**src/rtl/insn_pkg.sv**
```systemverilog
package insn_pkg;

  localparam int XLEN     = 32;
  localparam int REG_W    = 5;
  localparam int OPC_W    = 6;
  localparam int FN_W     = 6;
  localparam int IMM_W    = 16;
  localparam int TGT_W    = 26;
  localparam int LINK_REG = (1 << REG_W) - 1;

  localparam int OPC_LSB = XLEN - OPC_W;
  localparam int RS_LSB  = OPC_LSB - REG_W;
  localparam int RT_LSB  = RS_LSB - REG_W;
  localparam int RD_LSB  = RT_LSB - REG_W;
  localparam int SH_LSB  = RD_LSB - REG_W;

  typedef enum logic [3:0] {
    ALU_ADD  = 4'd0,
    ALU_SUB  = 4'd1,
    ALU_AND  = 4'd2,
    ALU_OR   = 4'd3,
    ALU_NOR  = 4'd4,
    ALU_SLT  = 4'd5,
    ALU_SLL  = 4'd6,
    ALU_PASSB = 4'd7,
    ALU_LINK = 4'd8
  } alu_op_e;

  typedef enum logic [1:0] {
    DST_RD   = 2'd0,
    DST_RT   = 2'd1,
    DST_LINK = 2'd2
  } dst_sel_e;

  typedef enum logic [1:0] {
    EXT_SIGN  = 2'd0,
    EXT_ZERO  = 2'd1,
    EXT_UPPER = 2'd2
  } ext_mode_e;

  localparam logic [OPC_W-1:0] OP_REG  = 6'd0;
  localparam logic [OPC_W-1:0] OP_J    = 6'd2;
  localparam logic [OPC_W-1:0] OP_JAL  = 6'd3;
  localparam logic [OPC_W-1:0] OP_BEQ  = 6'd4;
  localparam logic [OPC_W-1:0] OP_BNE  = 6'd5;
  localparam logic [OPC_W-1:0] OP_ADDI = 6'd8;
  localparam logic [OPC_W-1:0] OP_SLTI = 6'd10;
  localparam logic [OPC_W-1:0] OP_ANDI = 6'd12;
  localparam logic [OPC_W-1:0] OP_ORI  = 6'd13;
  localparam logic [OPC_W-1:0] OP_LUI  = 6'd15;
  localparam logic [OPC_W-1:0] OP_LW   = 6'd35;
  localparam logic [OPC_W-1:0] OP_SW   = 6'd43;

  localparam logic [FN_W-1:0] FN_SLL = 6'd0;
  localparam logic [FN_W-1:0] FN_JR  = 6'd8;
  localparam logic [FN_W-1:0] FN_ADD = 6'd32;
  localparam logic [FN_W-1:0] FN_SUB = 6'd34;
  localparam logic [FN_W-1:0] FN_AND = 6'd36;
  localparam logic [FN_W-1:0] FN_OR  = 6'd37;
  localparam logic [FN_W-1:0] FN_NOR = 6'd39;
  localparam logic [FN_W-1:0] FN_SLT = 6'd42;

  typedef struct packed {
    alu_op_e   alu;
    dst_sel_e  dsel;
    ext_mode_e ext;
    logic      reg_we;
    logic      mem_rd;
    logic      mem_wr;
    logic      br_eq;
    logic      br_ne;
    logic      jump;
    logic      jump_reg;
    logic      illegal;
  } ctl_t;

  function automatic ctl_t ctl_idle();
    ctl_t c;
    c.alu      = ALU_ADD;
    c.dsel     = DST_RD;
    c.ext      = EXT_SIGN;
    c.reg_we   = 1'b0;
    c.mem_rd   = 1'b0;
    c.mem_wr   = 1'b0;
    c.br_eq    = 1'b0;
    c.br_ne    = 1'b0;
    c.jump     = 1'b0;
    c.jump_reg = 1'b0;
    c.illegal  = 1'b0;
    return c;
  endfunction

  function automatic ctl_t ctl_bad();
    ctl_t c;
    c = ctl_idle();
    c.illegal = 1'b1;
    return c;
  endfunction

  function automatic ctl_t ctl_write(alu_op_e op, dst_sel_e ds, ext_mode_e ex);
    ctl_t c;
    c = ctl_idle();
    c.alu    = op;
    c.dsel   = ds;
    c.ext    = ex;
    c.reg_we = 1'b1;
    return c;
  endfunction

  function automatic logic [XLEN-1:0] extend_imm(logic [IMM_W-1:0] v, ext_mode_e m);
    logic [XLEN-1:0] r;
    case (m)
      EXT_ZERO:  r = {{(XLEN-IMM_W){1'b0}}, v};
      EXT_UPPER: r = {v, {(XLEN-IMM_W){1'b0}}};
      default:   r = {{(XLEN-IMM_W){v[IMM_W-1]}}, v};
    endcase
    return r;
  endfunction

endpackage

```
**src/rtl/insn_fields.sv**
```systemverilog
module insn_fields
  import insn_pkg::*;
(
  input  logic [XLEN-1:0]  word_i,
  output logic [OPC_W-1:0] opcode_o,
  output logic [REG_W-1:0] rs_o,
  output logic [REG_W-1:0] rt_o,
  output logic [REG_W-1:0] rd_o,
  output logic [REG_W-1:0] shamt_o,
  output logic [FN_W-1:0]  funct_o,
  output logic [IMM_W-1:0] imm_o,
  output logic [TGT_W-1:0] target_o
);

  assign opcode_o = word_i[XLEN-1 -: OPC_W];
  assign rs_o     = word_i[RS_LSB +: REG_W];
  assign rt_o     = word_i[RT_LSB +: REG_W];
  assign rd_o     = word_i[RD_LSB +: REG_W];
  assign shamt_o  = word_i[SH_LSB +: REG_W];
  assign funct_o  = word_i[FN_W-1:0];
  assign imm_o    = word_i[IMM_W-1:0];
  assign target_o = word_i[TGT_W-1:0];

endmodule

```
**src/rtl/insn_fn_decode.sv**
```systemverilog
module insn_fn_decode
  import insn_pkg::*;
(
  input  logic [FN_W-1:0] funct_i,
  output ctl_t            ctl_o
);

  ctl_t c;

  always_comb begin
    case (funct_i)
      FN_ADD: c = ctl_write(ALU_ADD, DST_RD, EXT_SIGN);
      FN_SUB: c = ctl_write(ALU_SUB, DST_RD, EXT_SIGN);
      FN_AND: c = ctl_write(ALU_AND, DST_RD, EXT_SIGN);
      FN_OR:  c = ctl_write(ALU_OR,  DST_RD, EXT_SIGN);
      FN_NOR: c = ctl_write(ALU_NOR, DST_RD, EXT_SIGN);
      FN_SLT: c = ctl_write(ALU_SLT, DST_RD, EXT_SIGN);
      FN_SLL: c = ctl_write(ALU_SLL, DST_RD, EXT_SIGN);
      FN_JR: begin
        c          = ctl_idle();
        c.jump     = 1'b1;
        c.jump_reg = 1'b1;
      end
      default: c = ctl_bad();
    endcase
  end

  assign ctl_o = c;

  always_comb begin

    fn_dst_rd_chk: assert (!c.reg_we || c.dsel == DST_RD);
  end

endmodule

```
**src/rtl/insn_op_decode.sv**
```systemverilog
module insn_op_decode
  import insn_pkg::*;
(
  input  logic [OPC_W-1:0] opcode_i,
  input  ctl_t             fn_ctl_i,
  output ctl_t             ctl_o
);

  ctl_t c;

  always_comb begin
    case (opcode_i)
      OP_REG:  c = fn_ctl_i;
      OP_LW: begin
        c        = ctl_write(ALU_ADD, DST_RT, EXT_SIGN);
        c.mem_rd = 1'b1;
      end
      OP_SW: begin
        c        = ctl_idle();
        c.mem_wr = 1'b1;
      end
      OP_BEQ: begin
        c       = ctl_idle();
        c.alu   = ALU_SUB;
        c.br_eq = 1'b1;
      end
      OP_BNE: begin
        c       = ctl_idle();
        c.alu   = ALU_SUB;
        c.br_ne = 1'b1;
      end
      OP_J: begin
        c      = ctl_idle();
        c.jump = 1'b1;
      end
      OP_JAL: begin
        c      = ctl_write(ALU_LINK, DST_LINK, EXT_SIGN);
        c.jump = 1'b1;
      end
      OP_ADDI: c = ctl_write(ALU_ADD,   DST_RT, EXT_SIGN);
      OP_SLTI: c = ctl_write(ALU_SLT,   DST_RT, EXT_SIGN);
      OP_ANDI: c = ctl_write(ALU_AND,   DST_RT, EXT_ZERO);
      OP_ORI:  c = ctl_write(ALU_OR,    DST_RT, EXT_ZERO);
      OP_LUI:  c = ctl_write(ALU_PASSB, DST_RT, EXT_UPPER);
      default: c = ctl_bad();
    endcase
  end

  assign ctl_o = c;

  always_comb begin

    illegal_quiet_chk: assert (!c.illegal ||
      !(c.reg_we || c.mem_rd || c.mem_wr || c.br_eq || c.br_ne || c.jump || c.jump_reg));

    mem_excl_chk: assert (!(c.mem_rd && c.mem_wr));

    flow_onehot_chk: assert ($onehot0({c.br_eq, c.br_ne, c.jump}));
  end

endmodule

```
**src/rtl/insn_imm_extend.sv**
```systemverilog
module insn_imm_extend
  import insn_pkg::*;
(
  input  logic [IMM_W-1:0] imm_i,
  input  ext_mode_e        mode_i,
  output logic [XLEN-1:0]  imm_o
);

  assign imm_o = extend_imm(imm_i, mode_i);

  always_comb begin

    ext_zero_chk: assert (mode_i != EXT_ZERO || imm_o[XLEN-1:IMM_W] == '0);

    ext_upper_chk: assert (mode_i != EXT_UPPER ||
      (imm_o[IMM_W-1:0] == '0 && imm_o[XLEN-1 -: IMM_W] == imm_i));

    ext_sign_chk: assert (mode_i != EXT_SIGN ||
      (imm_o[IMM_W-1:0] == imm_i && (imm_o[XLEN-1:IMM_W-1] == '0 || &imm_o[XLEN-1:IMM_W-1])));
  end

endmodule

```
**src/rtl/insn_decode.sv**
```systemverilog
module insn_decode
  import insn_pkg::*;
(
  input  logic [31:0] insn_i,
  output logic [4:0]  rs_idx_o,
  output logic [4:0]  rt_idx_o,
  output logic [4:0]  dst_idx_o,
  output logic [4:0]  shamt_o,
  output logic [31:0] imm_ext_o,
  output logic [25:0] jump_target_o,
  output logic [3:0]  alu_op_o,
  output logic [1:0]  dst_sel_o,
  output logic [1:0]  ext_mode_o,
  output logic        reg_we_o,
  output logic        mem_rd_o,
  output logic        mem_wr_o,
  output logic        branch_eq_o,
  output logic        branch_ne_o,
  output logic        jump_o,
  output logic        jump_reg_o,
  output logic        illegal_o
);

  logic [OPC_W-1:0] opcode;
  logic [REG_W-1:0] rs, rt, rd, shamt;
  logic [FN_W-1:0]  funct;
  logic [IMM_W-1:0] imm16;
  logic [TGT_W-1:0] target;
  ctl_t             fn_ctl, ctl;
  logic [REG_W-1:0] dst_idx;

  insn_fields u_fields (
    .word_i   (insn_i),
    .opcode_o (opcode),
    .rs_o     (rs),
    .rt_o     (rt),
    .rd_o     (rd),
    .shamt_o  (shamt),
    .funct_o  (funct),
    .imm_o    (imm16),
    .target_o (target)
  );

  insn_fn_decode u_fn (
    .funct_i (funct),
    .ctl_o   (fn_ctl)
  );

  insn_op_decode u_op (
    .opcode_i (opcode),
    .fn_ctl_i (fn_ctl),
    .ctl_o    (ctl)
  );

  insn_imm_extend u_ext (
    .imm_i  (imm16),
    .mode_i (ctl.ext),
    .imm_o  (imm_ext_o)
  );

  always_comb begin
    case (ctl.dsel)
      DST_RT:   dst_idx = rt;
      DST_LINK: dst_idx = REG_W'(LINK_REG);
      default:  dst_idx = rd;
    endcase
  end

  assign rs_idx_o      = rs;
  assign rt_idx_o      = rt;
  assign dst_idx_o     = dst_idx;
  assign shamt_o       = shamt;
  assign jump_target_o = target;
  assign alu_op_o      = ctl.alu;
  assign dst_sel_o     = ctl.dsel;
  assign ext_mode_o    = ctl.ext;
  assign reg_we_o      = ctl.reg_we;
  assign mem_rd_o      = ctl.mem_rd;
  assign mem_wr_o      = ctl.mem_wr;
  assign branch_eq_o   = ctl.br_eq;
  assign branch_ne_o   = ctl.br_ne;
  assign jump_o        = ctl.jump;
  assign jump_reg_o    = ctl.jump_reg;
  assign illegal_o     = ctl.illegal;

  always_comb begin

    link_write_chk: assert (!(reg_we_o && dst_idx_o == 5'd31 && dst_sel_o == 2'd2) || jump_o);

    jreg_implies_jump_chk: assert (!jump_reg_o || (jump_o && !reg_we_o));

    ref_word_chk: assert (insn_i != 32'h00AF8020 ||
      (alu_op_o == 4'd0 && dst_idx_o == 5'd16 && rs_idx_o == 5'd5 && rt_idx_o == 5'd15 && reg_we_o));
  end

endmodule

```
**config.mk**
```make
export PLATFORM = sky130hd
export DESIGN_NAME = insn_decode
export DESIGN_NICKNAME = d
export VERILOG_FILES = /design/src/rtl/insn_pkg.sv /design/src/rtl/insn_fields.sv /design/src/rtl/insn_fn_decode.sv /design/src/rtl/insn_op_decode.sv /design/src/rtl/insn_imm_extend.sv /design/src/rtl/insn_decode.sv
export SDC_FILE = /design/constraint.sdc
export NUM_CORES = 1
export LEC_CHECK = 0
export BUFFER_PORTS_ARGS = -buffer_cell sky130_fd_sc_hd__buf_2
export CAP_MARGIN = 0
export CORE_UTILIZATION = 37
export DETAILED_ROUTE_END_ITERATION = 16
export MAX_ROUTING_LAYER = met4
export PLACE_DENSITY = 0.84
export SLEW_MARGIN = 20
export SYNTH_ARGS = -nofsm -noshare
export SYNTH_HDL_FRONTEND = slang
export SYNTH_SLANG_ARGS = --single-unit
```
**constraint.sdc**
```tcl
create_clock -name vclk -period 3.25
set_clock_uncertainty 0.1 [all_clocks]
set_input_delay 0.65 -clock vclk [all_inputs]
set_output_delay 0.65 -clock vclk [all_outputs]
set_load 0.02 [all_outputs]
```
==> run metrics <==
Ant. Diodes 0; arrival time at the worst endpoint between 2 and 2.5 ns; WHS roughly 1.2 ns; total power ~230 uW; # rows 20; max-cap violations 0; period utilisation layout between 90 and 100%; WP data required 2.50 ns; critical path launch point type input port; synth top area cells buf_4 (28%), a21o_1 (10%), nor2b_1 (9.0%), a21oi_1 (5.1%), o21ai_0 (5.1%); # fillers between 300 and 400; Netlist cell types 40; relative slew slack 80.6%; share of post-route cells with drive strength above 1 54.1%; Final GP Congestion around 0.77; WS Path Type input port to output pin; vias per cell between 4 and 5; drt first pass iters 4; die area 3440 sq um; initial antenna violation count 0; Yosys top cell by area buf_4; Hold Startpoint insn_i[25]; dpl hpwl ~2.5 mm; hold-fix buffers at CTS 0; P_leak about 0.00087 uW; Starting Density 38.9%; final antenna-violating net count 0; Cell Pwr Density 153 nW/um^2; vias in the first global route between 1,000 and 1,500; Synth Cell Area ~1200 sq um; Crit Path Max Fanout 5; CLK BUF 0; buffers added on ports approximately 110; I/O pin count 126; Final Hold Viols 0; Core Region 3050 sq um; post-route minimum period roughly 3.2 ns; CP endpoint kind output pin; RSZ-0062 raised after global routing true; DRC viols 0; CP max-delay cell or4_4; gr ovfl total 0; Multi-input gate area around 800 sq um; largest net degree at the start of global routing 18; outcome finished clean; YS warnings 0; Mapped Nets between 200 and 250; Seq. cell area 0 sq um; area added between synthesis and finish 25.4%; violation count after the first detailed-route iteration 38; crit-path cells buf_6 > or4_4 > or4_4 > or4_1 > o21ai_1 > buf_4; hold depth 0; top cell type's share of synthesized area about 28%; first-pass GRT wire length between 4 and 5 mm; # setup viols final 0; Overall Global Routing Usage between 10% and 20%; Gate Count Post-Synth 180; Max Freq between 300 and 400 MHz; HP Class input port to output pin; die height between 50 and 60 microns; Mapped Avg Cell Area between 6 and 7 sq um; Peak VDD IR between 0.06 and 0.07 mV; post-synthesis sequential area ratio 0%; Die X 58.6 microns; detailed-route wire length per cell 11.2 microns; Final Max Tran Viols 0; seq_cells 0; CP max stage delay about 0.56 ns; postcts setup bufs 0; worst slew pin tran about 0.3 ns; via count 1,428; hold endpoint jump_target_o[25]; Routed WL around 3.2 mm; NumNets Final 280; most used cell, CP or4_4
==> cell families (layout without fill, tap and decap cells) <==
family	after synthesis	after routing	synth area share (%)
AO/OA/AOI/OAI	48	48	26.1
AND/OR/NAND/NOR	68	68	35.8
buffers and inverters	60	122	34.0
adder cells (fa/ha/maj)	4	4	4.22
==> worst max-delay path: cells and delay by family <==
kind	cells	cell delay [ns]
AND/OR/NAND/NOR	3	1.49
buffers and inverters	2	0.26
AO/OA/AOI/OAI	1	0.10
==> through the flow <==
step	util, %	setup TNS, ns	instance area (sq um)	std cells	worst slack (ns)
6_report	48.7	0	1490	286	0.00518
4_1_cts	48.0	0	1470	286	0.00349
3_5_place_dp	47.9	-0.0159	1460	286	-0.0159
2_1_floorplan	-	-0.600	1190	180	-0.120
3_3_place_gp	47.9	0	1460	286	0.0289
5_1_grt	48.7	-0.0516	1490	286	-0.0319
==> power breakdown <==
part,switching (uW),internal [uW],leakage (uW)
logic,144,84.1,0.000873
registers,0,0,0
clock network,0,0,0
==> timing repair <==
| action | 4_1_cts | 5_1_grt |
|---|---|---|
| gates cloned | 0 | 0 |
| resized for setup | 2 | 6 |
| pin swaps | 0 | 3 |
| endpoints found under the setup margin | 1 | 20 |
==> cells in the final DEF (no fill, tap or decap), types with 2 or more instances in the layout <==
cell	n
nor3_1	5
nor2_1	6
nand4_1	2
o21ai_0	11
nor2b_1	17
buf_6	2
or2_2	2
nor3b_1	4
a21oi_1	11
inv_1	5
nor4bb_1	3
a21o_1	16
or4_4	2
ha_1	3
buf_2	108
buf_4	7
nand2b_1	3
and3b_1	2
nand2_1	10
==> metal layers <==
metal / global-route usage [%] / up-vias / wire length (microns) / part of all wire (%)
met5: - / - / 0 / 0
met4: 0.680 / 0 / 6 / 0.19
met3: 1.32 / 3 / 297 / 9.2
met2: 30.7 / 83 / 1610 / 50
li1: - / 706 / - / -
met1: 19.8 / 636 / 1300 / 41
==> cell type report <==
class	count	share of cell area [%]
multi-input cells	120	53.7
repair buffers	117	41.4
well taps	44	3.70
inverters	5	1.26
==> worst max path at each step <==
stage	startpoint	end	slack, ns
after floorplan	insn_i[29]	dst_idx_o[0]	-0.12
after global placement	insn_i[28]	alu_op_o[1]	0.03
after detailed placement	insn_i[28]	alu_op_o[1]	-0.02
after CTS	insn_i[28]	alu_op_o[0]	0.003
after global routing	insn_i[30]	alu_op_o[1]	-0.03
final	insn_i[30]	alu_op_o[1]	0.005
==> cells in the mapped netlist, drive strengths merged (4+ instances only) <==
library cell  count
ha                4
nor3              6
buf              48
nor2              6
a21oi            12
clkbuf            7
inv               5
nand2            10
a21o             17
nor2b            17
o21ai            12
nor3b             4
Power figures use the tool's default switching activity.
